==> src/rtl/rct_pkg.sv <==
package rct_pkg;
  localparam int CNT_W   = 8;
  localparam int SEL_W   = 3;
  localparam int NUM_DIV = (1 << SEL_W) - 1;
  localparam int PRE_W   = 12;

  localparam logic [1:0] ADDR_CTRL = 2'd0;
  localparam logic [1:0] ADDR_CNT  = 2'd1;
  localparam logic [1:0] ADDR_CMP  = 2'd2;

  localparam int IEN_BIT  = 3;
  localparam int RFEN_BIT = 4;
  localparam int FLAG_BIT = 5;

  // log2 of the divisor for each select code (1..NUM_DIV)
  function automatic int divExp(input int code);
    return (code == NUM_DIV) ? PRE_W : 2 * code - 1;
  endfunction

  typedef struct packed {
    logic             tick;
    logic             cntLoad;
    logic             cmpLoad;
    logic [CNT_W-1:0] wrData;
  } dpStrobe_t;
endpackage

==> src/rtl/rct_prescale.sv <==
module rct_prescale
  import rct_pkg::*;
(
  input  logic               clk,
  input  logic               rstN,
  output logic [NUM_DIV:0]   tickVec
);
  logic [PRE_W-1:0] preCnt;

  always_ff @(posedge clk) begin
    if (!rstN) preCnt <= '0;
    else       preCnt <= preCnt + 1'b1;
  end

  assign tickVec[0] = 1'b0;

  for (genvar k = 1; k <= NUM_DIV; k++) begin : g_tick
    localparam int E = divExp(k);
    assign tickVec[k] = &preCnt[E-1:0];
  end
endmodule

==> src/rtl/rct_datapath.sv <==
module rct_datapath
  import rct_pkg::*;
(
  input  logic             clk,
  input  logic             rstN,
  input  dpStrobe_t        strobe,
  output logic [CNT_W-1:0] cntVal,
  output logic [CNT_W-1:0] cmpVal,
  output logic             matchPulse
);
  assign matchPulse = strobe.tick && !strobe.cntLoad && (cntVal == cmpVal);

  always_ff @(posedge clk) begin
    if (!rstN) begin
      cntVal <= '0;
      cmpVal <= '0;
    end else begin
      if (strobe.cntLoad)   cntVal <= strobe.wrData;
      else if (matchPulse)  cntVal <= '0;
      else if (strobe.tick) cntVal <= cntVal + 1'b1;
      if (strobe.cmpLoad)   cmpVal <= strobe.wrData;
    end
  end

  AST_MATCH_CLEARS: assert property (@(posedge clk) disable iff (!rstN)
    matchPulse |=> (cntVal == '0));
  AST_STEP_ONE: assert property (@(posedge clk) disable iff (!rstN)
    (strobe.tick && !strobe.cntLoad && cntVal != cmpVal) |=> (cntVal == $past(cntVal) + 1'b1));
  AST_HOLD_IDLE: assert property (@(posedge clk) disable iff (!rstN)
    (!strobe.tick && !strobe.cntLoad) |=> $stable(cntVal));
  AST_LOAD_WINS: assert property (@(posedge clk) disable iff (!rstN)
    strobe.cntLoad |=> (cntVal == $past(strobe.wrData)));
endmodule

==> src/rtl/rct_ctrl.sv <==
module rct_ctrl
  import rct_pkg::*;
(
  input  logic             clk,
  input  logic             rstN,
  input  logic             regWrEn,
  input  logic             regRdEn,
  input  logic [1:0]       regAddr,
  input  logic [CNT_W-1:0] regWrData,
  input  logic [NUM_DIV:0] tickVec,
  input  logic             matchPulse,
  input  logic [CNT_W-1:0] cntVal,
  input  logic [CNT_W-1:0] cmpVal,
  output dpStrobe_t        strobe,
  output logic [CNT_W-1:0] regRdData,
  output logic             matchFlag,
  output logic             irq,
  output logic             refreshReq
);
  logic [SEL_W-1:0] clkSel;
  logic             intEn;
  logic             refreshEn;
  logic             clrArm;
  logic             ctrlWr;
  logic             ctrlRd;
  logic [CNT_W-1:0] ctrlByte;

  assign ctrlWr = regWrEn && (regAddr == ADDR_CTRL);
  assign ctrlRd = regRdEn && (regAddr == ADDR_CTRL);

  assign strobe.tick    = tickVec[clkSel];
  assign strobe.cntLoad = regWrEn && (regAddr == ADDR_CNT);
  assign strobe.cmpLoad = regWrEn && (regAddr == ADDR_CMP);
  assign strobe.wrData  = regWrData;

  always_comb begin
    ctrlByte = '0;
    ctrlByte[SEL_W-1:0] = clkSel;
    ctrlByte[IEN_BIT]   = intEn;
    ctrlByte[RFEN_BIT]  = refreshEn;
    ctrlByte[FLAG_BIT]  = matchFlag;
  end

  always_comb begin
    case (regAddr)
      ADDR_CTRL: regRdData = ctrlByte;
      ADDR_CNT:  regRdData = cntVal;
      ADDR_CMP:  regRdData = cmpVal;
      default:   regRdData = '0;
    endcase
  end

  always_ff @(posedge clk) begin
    if (!rstN) begin
      clkSel     <= '0;
      intEn      <= 1'b0;
      refreshEn  <= 1'b0;
      matchFlag  <= 1'b0;
      clrArm     <= 1'b0;
      refreshReq <= 1'b0;
    end else begin
      refreshReq <= matchPulse && refreshEn;
      if (ctrlWr) begin
        clkSel    <= regWrData[SEL_W-1:0];
        intEn     <= regWrData[IEN_BIT];
        refreshEn <= regWrData[RFEN_BIT];
      end
      if (matchPulse)
        matchFlag <= 1'b1;
      else if (ctrlWr && !regWrData[FLAG_BIT] && clrArm)
        matchFlag <= 1'b0;
      if (ctrlWr)                  clrArm <= 1'b0;
      else if (ctrlRd && matchFlag) clrArm <= 1'b1;
    end
  end

  assign irq = matchFlag && intEn;

  AST_FLAG_ON_MATCH: assert property (@(posedge clk) disable iff (!rstN)
    matchPulse |=> matchFlag);
  AST_NO_REFRESH_OFF: assert property (@(posedge clk) disable iff (!rstN)
    !refreshEn |=> !refreshReq);
  AST_REFRESH_SINGLE: assert property (@(posedge clk) disable iff (!rstN)
    refreshReq |=> !refreshReq);
  AST_CLEAR_NEEDS_ARM: assert property (@(posedge clk) disable iff (!rstN)
    (matchFlag && !clrArm) |=> matchFlag);
endmodule

==> src/rtl/rct_timer.sv <==
module rct_timer
  import rct_pkg::*;
(
  input  logic       clk,
  input  logic       rstN,
  input  logic       regWrEn,
  input  logic       regRdEn,
  input  logic [1:0] regAddr,
  input  logic [7:0] regWrData,
  output logic [7:0] regRdData,
  output logic       matchFlag,
  output logic       irq,
  output logic       refreshReq
);
  logic [NUM_DIV:0] tickVec;
  dpStrobe_t        strobe;
  logic [CNT_W-1:0] cntVal;
  logic [CNT_W-1:0] cmpVal;
  logic             matchPulse;

  rct_prescale u_pre (.clk(clk), .rstN(rstN), .tickVec(tickVec));

  rct_ctrl u_ctrl (
    .clk(clk), .rstN(rstN), .regWrEn(regWrEn), .regRdEn(regRdEn),
    .regAddr(regAddr), .regWrData(regWrData), .tickVec(tickVec),
    .matchPulse(matchPulse), .cntVal(cntVal), .cmpVal(cmpVal),
    .strobe(strobe), .regRdData(regRdData), .matchFlag(matchFlag),
    .irq(irq), .refreshReq(refreshReq)
  );

  rct_datapath u_dp (
    .clk(clk), .rstN(rstN), .strobe(strobe), .cntVal(cntVal),
    .cmpVal(cmpVal), .matchPulse(matchPulse)
  );
endmodule

==> config.mk <==
export PLATFORM = sky130hd
export DESIGN_NAME = rct_timer
export DESIGN_NICKNAME = d
export VERILOG_FILES = /design/src/rtl/rct_pkg.sv /design/src/rtl/rct_prescale.sv /design/src/rtl/rct_datapath.sv /design/src/rtl/rct_ctrl.sv /design/src/rtl/rct_timer.sv
export SDC_FILE = /design/constraint.sdc
export NUM_CORES = 1
export LEC_CHECK = 0
export CORE_UTILIZATION = 42
export DETAILED_ROUTE_END_ITERATION = 8
export DONT_BUFFER_PORTS = 1
export PLACE_DENSITY = 0.63
export SYNTH_ARGS = -nofsm -noshare
export SYNTH_HDL_FRONTEND = slang
export SYNTH_SLANG_ARGS = --single-unit
==> constraint.sdc <==
create_clock -name clk -period 3.2 [get_ports clk]
set_input_delay 0.16 -clock clk [delete_from_list [all_inputs] [get_ports clk]]
set_output_delay 0.16 -clock clk [all_outputs]
set_load 0.03 [all_outputs]
==> flow_metrics.tcl, run 1 <==
set metrics [dict create \
    status "completed" \
    syn_inst 235 \
    max_slew.worst_pin.slew_ns 1.07 \
    vias 1692 \
    yosysSeqAreaShare_pct 36.1 \
    fin_crit_sh_pct 72.5 \
    max_freq_mhz 431 \
    crit_fanout 17 \
    synth-edff-count 0 \
    synth_area_um2 2000 \
    drive_gt1_share_pct 6.03 \
    cts_buffers 5 \
    yosysWarnings 0 \
    dieArea_um2 5030 \
    io_pins 25 \
    cpPeakStageDelay_ns 0.52 \
    cts.clk_slew.worst_paths_ns 0.07 \
    cp_common_cell "ha_1" \
    cts_buffer_depth 2 \
    drc 0 \
    synth-xor-area-share_pct 6.58 \
    cp.required_ns 3.42 \
    grt_pass1_wl_um 7790 \
    end_kind "flip-flop" \
    ys_ff_latch 36 \
    skew_ns 0.00384 \
    setup_viol 0 \
    rows 24 \
    layout.nets 250 \
    wl_per_cell_um 16.5 \
    tns_ns 0 \
    gp_congestion 0.838 \
    critical_path.startpoint_type "flip-flop" \
    cts_tree "done" \
    die_w_um 71.0 \
    synth_cell_types 40 \
    path_cells "ha_1 > nand3_1 > nor3_1 > ha_1 > nand3b_1 > nand2_1 > o22ai_2 > or4b_1 > a31oi_1" \
    final_hold_viol_count 0 \
    track_usage_pct 20.4 \
    ys.flop_type "dfxtp_1" \
    yosys.area_share.simple_pct 28.6 \
    avgSynthCellArea_um2 8.50 \
    initial_core_util_pct 44.6 \
    grt_max_degree 26 \
    arrival_ns 2.54 \
    finalMaxSlewViolations 0 \
    overflow 0 \
    ant_nets 0 \
    via_per_inst 5.96 \
    ir_drop_mv 0.355 \
    wl_um 4690 \
    drtIter0Drc 110 \
    p_total_mw 0.945 \
    antenna_cells 0 \
    portBuffers 0 \
    insertion_delay_ns 0.30 \
    synthArstFlopShare_pct 0 \
    rsz0062_at_grt "no" \
    die_y_um 71.0 \
    ff_latch_area_um2 721 \
    synth_mux_area_share_pct 4.01 \
    multi_input_area_um2 1210 \
    synth_compound_area_share_pct 18.3 \
    dp_hpwl_um 3230 \
    finish.utilization_pct 47.4 \
    max-cap-violations 0 \
    dr.pass1.iters 4 \
    synthesis.nets 254 \
    coreArea_um2 4470 \
    syn_to_final_growth_pct 6.14 \
    synth_top_family_by_area "simple AND/OR/NAND/NOR gates" \
    grt_pass1_vias 1549 \
    hp-class "in -> reg" \
    cts_max_level 2 \
    p_leak_nw 0.809 \
    cts.sinks 36 \
    cts_root_buf "clkbuf_8" \
    power-per-cell-area_nw_per_um2 446 \
    fill_cells 439 \
    fin_crit_ns 2.32 \
    slew_headroom_pct 27.7 \
    synthAdderAreaFrac_pct 3.13 \
    cp_slowest_cell "or4b_1" \
    antenna_found_initial 0 \
    crit_type "reg -> reg" \
]
## synthesized netlist by cell type (5+ instances only)
master | n | area, um^2
dfxtp_1 | 36 | 721
nand2_1 | 29 | 109
nand3_1 | 23 | 115
o21ai_0 | 18 | 90.1
a21boi_0 | 13 | 97.6
and2_1 | 13 | 81.3
clkbuf_1 | 12 | 45.0
xor2_1 | 11 | 96.3
mux2i_1 | 8 | 80.1
a31oi_1 | 7 | 43.8
and3_1 | 6 | 37.5
nor2_1 | 6 | 22.5
a21oi_1 | 5 | 25.0
ha_1 | 5 | 62.6
## per-stage QoR
step	hold slack [ns]	worst slack (ns)	area (um^2)	cells
5_1_grt	0.000859	0.704	2120	284
3_5_place_dp	0.282	0.888	2010	274
2_1_floorplan	0.316	1.16	2000	235
4_1_cts	0.00109	0.863	2110	283
6_report	0.00488	0.880	2120	284
3_3_place_gp	0.280	0.995	2010	274
## state kept, by name, summed over array words and instances (netlist names), 3 cells and up
signal,count
u_pre.preCnt,12
u_dp.cmpVal,8
u_ctrl.clkSel,3
u_dp.cntVal,8
## where the power goes
group | total (mW) | internal [mW] | switching [mW]
Combinational | 0.126 | 0.0513 | 0.0746
Clock | 0.324 | 0.155 | 0.169
Sequential | 0.495 | 0.467 | 0.0285
## area by class of cell
type                    instances  area share (%)
flip-flops and latches         36            34.0
inverters                       3           0.531
clock inverters                 1           0.413
clock buffers                   7            3.60
well taps                      52            3.07
repair buffers                  3            1.30
multi-input cells             182            57.1
## cells by family after synthesis
| group | Yosys count |
|---|---|
| simple gates | 101 |
| compound gates | 53 |
| flops | 36 |
| buf+inv | 17 |
| xor+xnor | 15 |
| mux | 8 |
| fa+ha+maj | 5 |
## path summary, 6_finish.rpt
kind / startpoint / endpoint / slack, ns / cells after the start
hold / removal: rstN / u_dp.cntVal[7] / 0.005 / 2
setup / recovery: u_pre.preCnt[0] / u_dp.cntVal[2] / 0.88 / 9
setup reg to reg: u_pre.preCnt[0] / u_dp.cntVal[2] / 0.88 / 9
hold reg to reg: u_ctrl.refreshEn / u_ctrl.refreshReq / 0.47 / 2
## critical path: cells and delay by family (launching register included)
family	cells	cell delay [ns]
simple gates	5	1.12
flops	1	0.39
fa+ha+maj	2	0.37
compound gates	2	0.37
## metal layers
metal / GRT usage [%] / vias up / wire length, um
li1: - / 828 / -
met1: 28.8 / 809 / 2310
met2: 29.3 / 49 / 2030
met3: 6.13 / 6 / 283
met4: 7.33 / 0 / 71
met5: 0 / - / 0
## layout by cell type, fill, tap and decap left out, types with 2 or more instances in the layout
cell / count
or4b_1: 2
mux2i_1: 8
clkbuf_8: 5
ha_1: 5
nor2b_1: 4
o21ai_0: 18
nand2_1: 29
nor3_1: 3
nand3_1: 23
clkbuf_1: 2
nor2_1: 6
a22o_1: 2
dfxtp_1: 36
and3_1: 6
xnor2_1: 4
a31oi_1: 7
nand4bb_1: 3
nand3b_1: 3
dlygate4sd3_1: 2
and2_1: 13
a21oi_1: 5
inv_1: 3
nand2b_1: 2
xor2_1: 11
a21boi_0: 13
## timing repair
action / 4_1_cts / 5_1_grt
hold buffers: 1 / 1
hold endpoints to repair: 14 / 7
buffers inserted: 0 / 0
gates resized for setup: 0 / 0
Note: power is estimated with default switching activity, not from simulation.
==> run 2: changes to the inputs <==
==> constraint.sdc (replaced) <==
create_clock -name clk -period 2.3 [get_ports clk]
set_input_delay 0.115 -clock clk [delete_from_list [all_inputs] [get_ports clk]]
set_output_delay 0.115 -clock clk [all_outputs]
set_load 0.03 [all_outputs]
==> run 2 against run 1 <==
Effect of this change: non-clock buffer count rose by 23; sequential power grew 38%; global-route usage up 0.66 points; maximum frequency grew 10%; flip-flop and latch count did not move; critical path depth did not move; first-iteration DRC count grew 29%; combinational power rose by 82%; critical path type unchanged; largest cell class unchanged; largest power group unchanged.
==> flow_metrics.tcl, run 2 (same netlist as run 1, synthesis figures left out) <==
set metrics [dict create \
    crit_type "reg -> reg" \
    worst-path-buf-inv 1 \
    insertion_delay_ns 0.29 \
    status "completed" \
    p_total_mw 1.39 \
    drc 0 \
    power-per-cell-area_nw_per_um2 595 \
    coreArea_um2 4470 \
    finalMaxSlewViolations 0 \
    track_usage_pct 21.0 \
    cpPeakStageDelay_ns 0.49 \
    fin_cells 307 \
    vias 1757 \
    dp_hpwl_um 3370 \
    critical_path.startpoint_type "flip-flop" \
    max_slew.worst_pin.slew_ns 1.04 \
    hp-class "in -> reg" \
    top_regs "u_pre.preCnt x12, u_dp.cmpVal x8, u_dp.cntVal x8" \
    skew_ns 0.00444 \
    syn_to_final_growth_pct 16.7 \
    wl_per_cell_um 16.4 \
    cts_buffers 5 \
    die_y_um 71.0 \
    fin_crit_ns 2.11 \
    grt_max_degree 35 \
    max-cap-violations 0 \
    die_w_um 71.0 \
    cts.clk_slew.worst_paths_ns 0.07 \
    antenna_cells 0 \
    rows 24 \
    drtIter0Drc 142 \
    cts_root_buf "clkbuf_8" \
    ant_nets 0 \
    overflow 0 \
    cp_slowest_cell "or4b_1" \
    arrival_ns 2.32 \
    path_cells "ha_1 > nand3_1 > inv_1 > ha_1 > mux2i_1 > mux2i_1 > o22ai_4 > or4b_1 > a31oi_1" \
    cts.sinks 36 \
    slew_headroom_pct 30.7 \
    layout.nets 273 \
    tns_ns 0 \
    cts_tree "done" \
    fin_ws_ns 0.194 \
    drive_gt1_share_pct 12.2 \
    finish.utilization_pct 52.1 \
    preCtsSetupSlack_ns 0.131 \
    grt_pass1_vias 1618 \
    place_area_um2 2100 \
    antenna_found_initial 0 \
    portBuffers 0 \
    largest_register_ffs 12 \
    fin_crit_sh_pct 91.6 \
    final_cell_mix "dfxtp_1, nand2_1, nand3_1, o21ai_0, buf_4" \
    p_leak_nw 0.919 \
    dp_cells 286 \
    cts_max_level 2 \
    whs_ns 0.0126 \
    final_hold_viol_count 0 \
    gp_congestion 0.852 \
    cp.required_ns 2.52 \
    setup_viol 0 \
    end_kind "flip-flop" \
    dieArea_um2 5030 \
    initial_core_util_pct 44.6 \
    cts_buffer_depth 2 \
    io_pins 25 \
    regMostFlops "u_pre.preCnt" \
    crit_fanout 10 \
    wl_um 5040 \
    fill_cells 418 \
    max_freq_mhz 475 \
    crit_family "simple AND/OR/NAND/NOR gates" \
    ir_drop_mv 0.460 \
    dr.pass1.iters 4 \
    stdcell_area_um2 2330 \
    grt_pass1_wl_um 8150 \
    via_per_inst 5.72 \
    final_common_cell "dfxtp_1" \
]
==> run 2: cell count changes in the layout (fill, tap and decap cells not counted) <==
cell / change
buf_4: +15
dlygate4sd3_1: +8
clkbuf_1: -1
clkbuf_8: +1
clkinv_4: -1
clkinvlp_4: +1
dfxtp_1: -1
dfxtp_2: +1
o22ai_2: -1
o22ai_4: +1
==> run 2: repair_timing <==
action	in CTS	in global routing
hold endpoints to repair	34	1
gates resized for setup	0	2
endpoints found under the setup margin	0	8
setup buffers	0	3
hold buffers	9	1
==> run 2: path summary, 6_finish.rpt <==
check	start	endpoint	slack, ns	cells after the start
setup reg to reg	u_pre.preCnt[0]	u_dp.cntVal[2]	0.19	9
hold / removal	regWrData[5]	u_dp.cmpVal[5]	0.01	2
setup / recovery	u_pre.preCnt[0]	u_dp.cntVal[2]	0.19	9
hold reg to reg	u_pre.preCnt[0]	u_pre.preCnt[0]	0.46	1
==> run 2: layout make-up <==
cell class | instances | area [um^2] | area share [%]
timing repair buffer | 26 | 220 | 9.45
clock inverter | 1 | 7.51 | 0.322
multi-input combinational | 182 | 1220 | 52.3
tap | 52 | 65.1 | 2.79
sequential | 36 | 722 | 31.0
clock buffer | 7 | 86.3 | 3.71
inverter | 3 | 11.3 | 0.483
==> run 2: power breakdown <==
group          switching [mW]  leakage [nW]  internal (mW)  total (mW)
clock                   0.228        0.0445          0.243       0.472
sequential             0.0355         0.293          0.649       0.685
combinational           0.126         0.582          0.103       0.229
==> run 2: routing by layer <==
metal	global-route usage, %	routed length [um]
met5	0	0
met4	6.44	34
met3	5.98	362
met2	31.7	2210
met1	29.2	2430
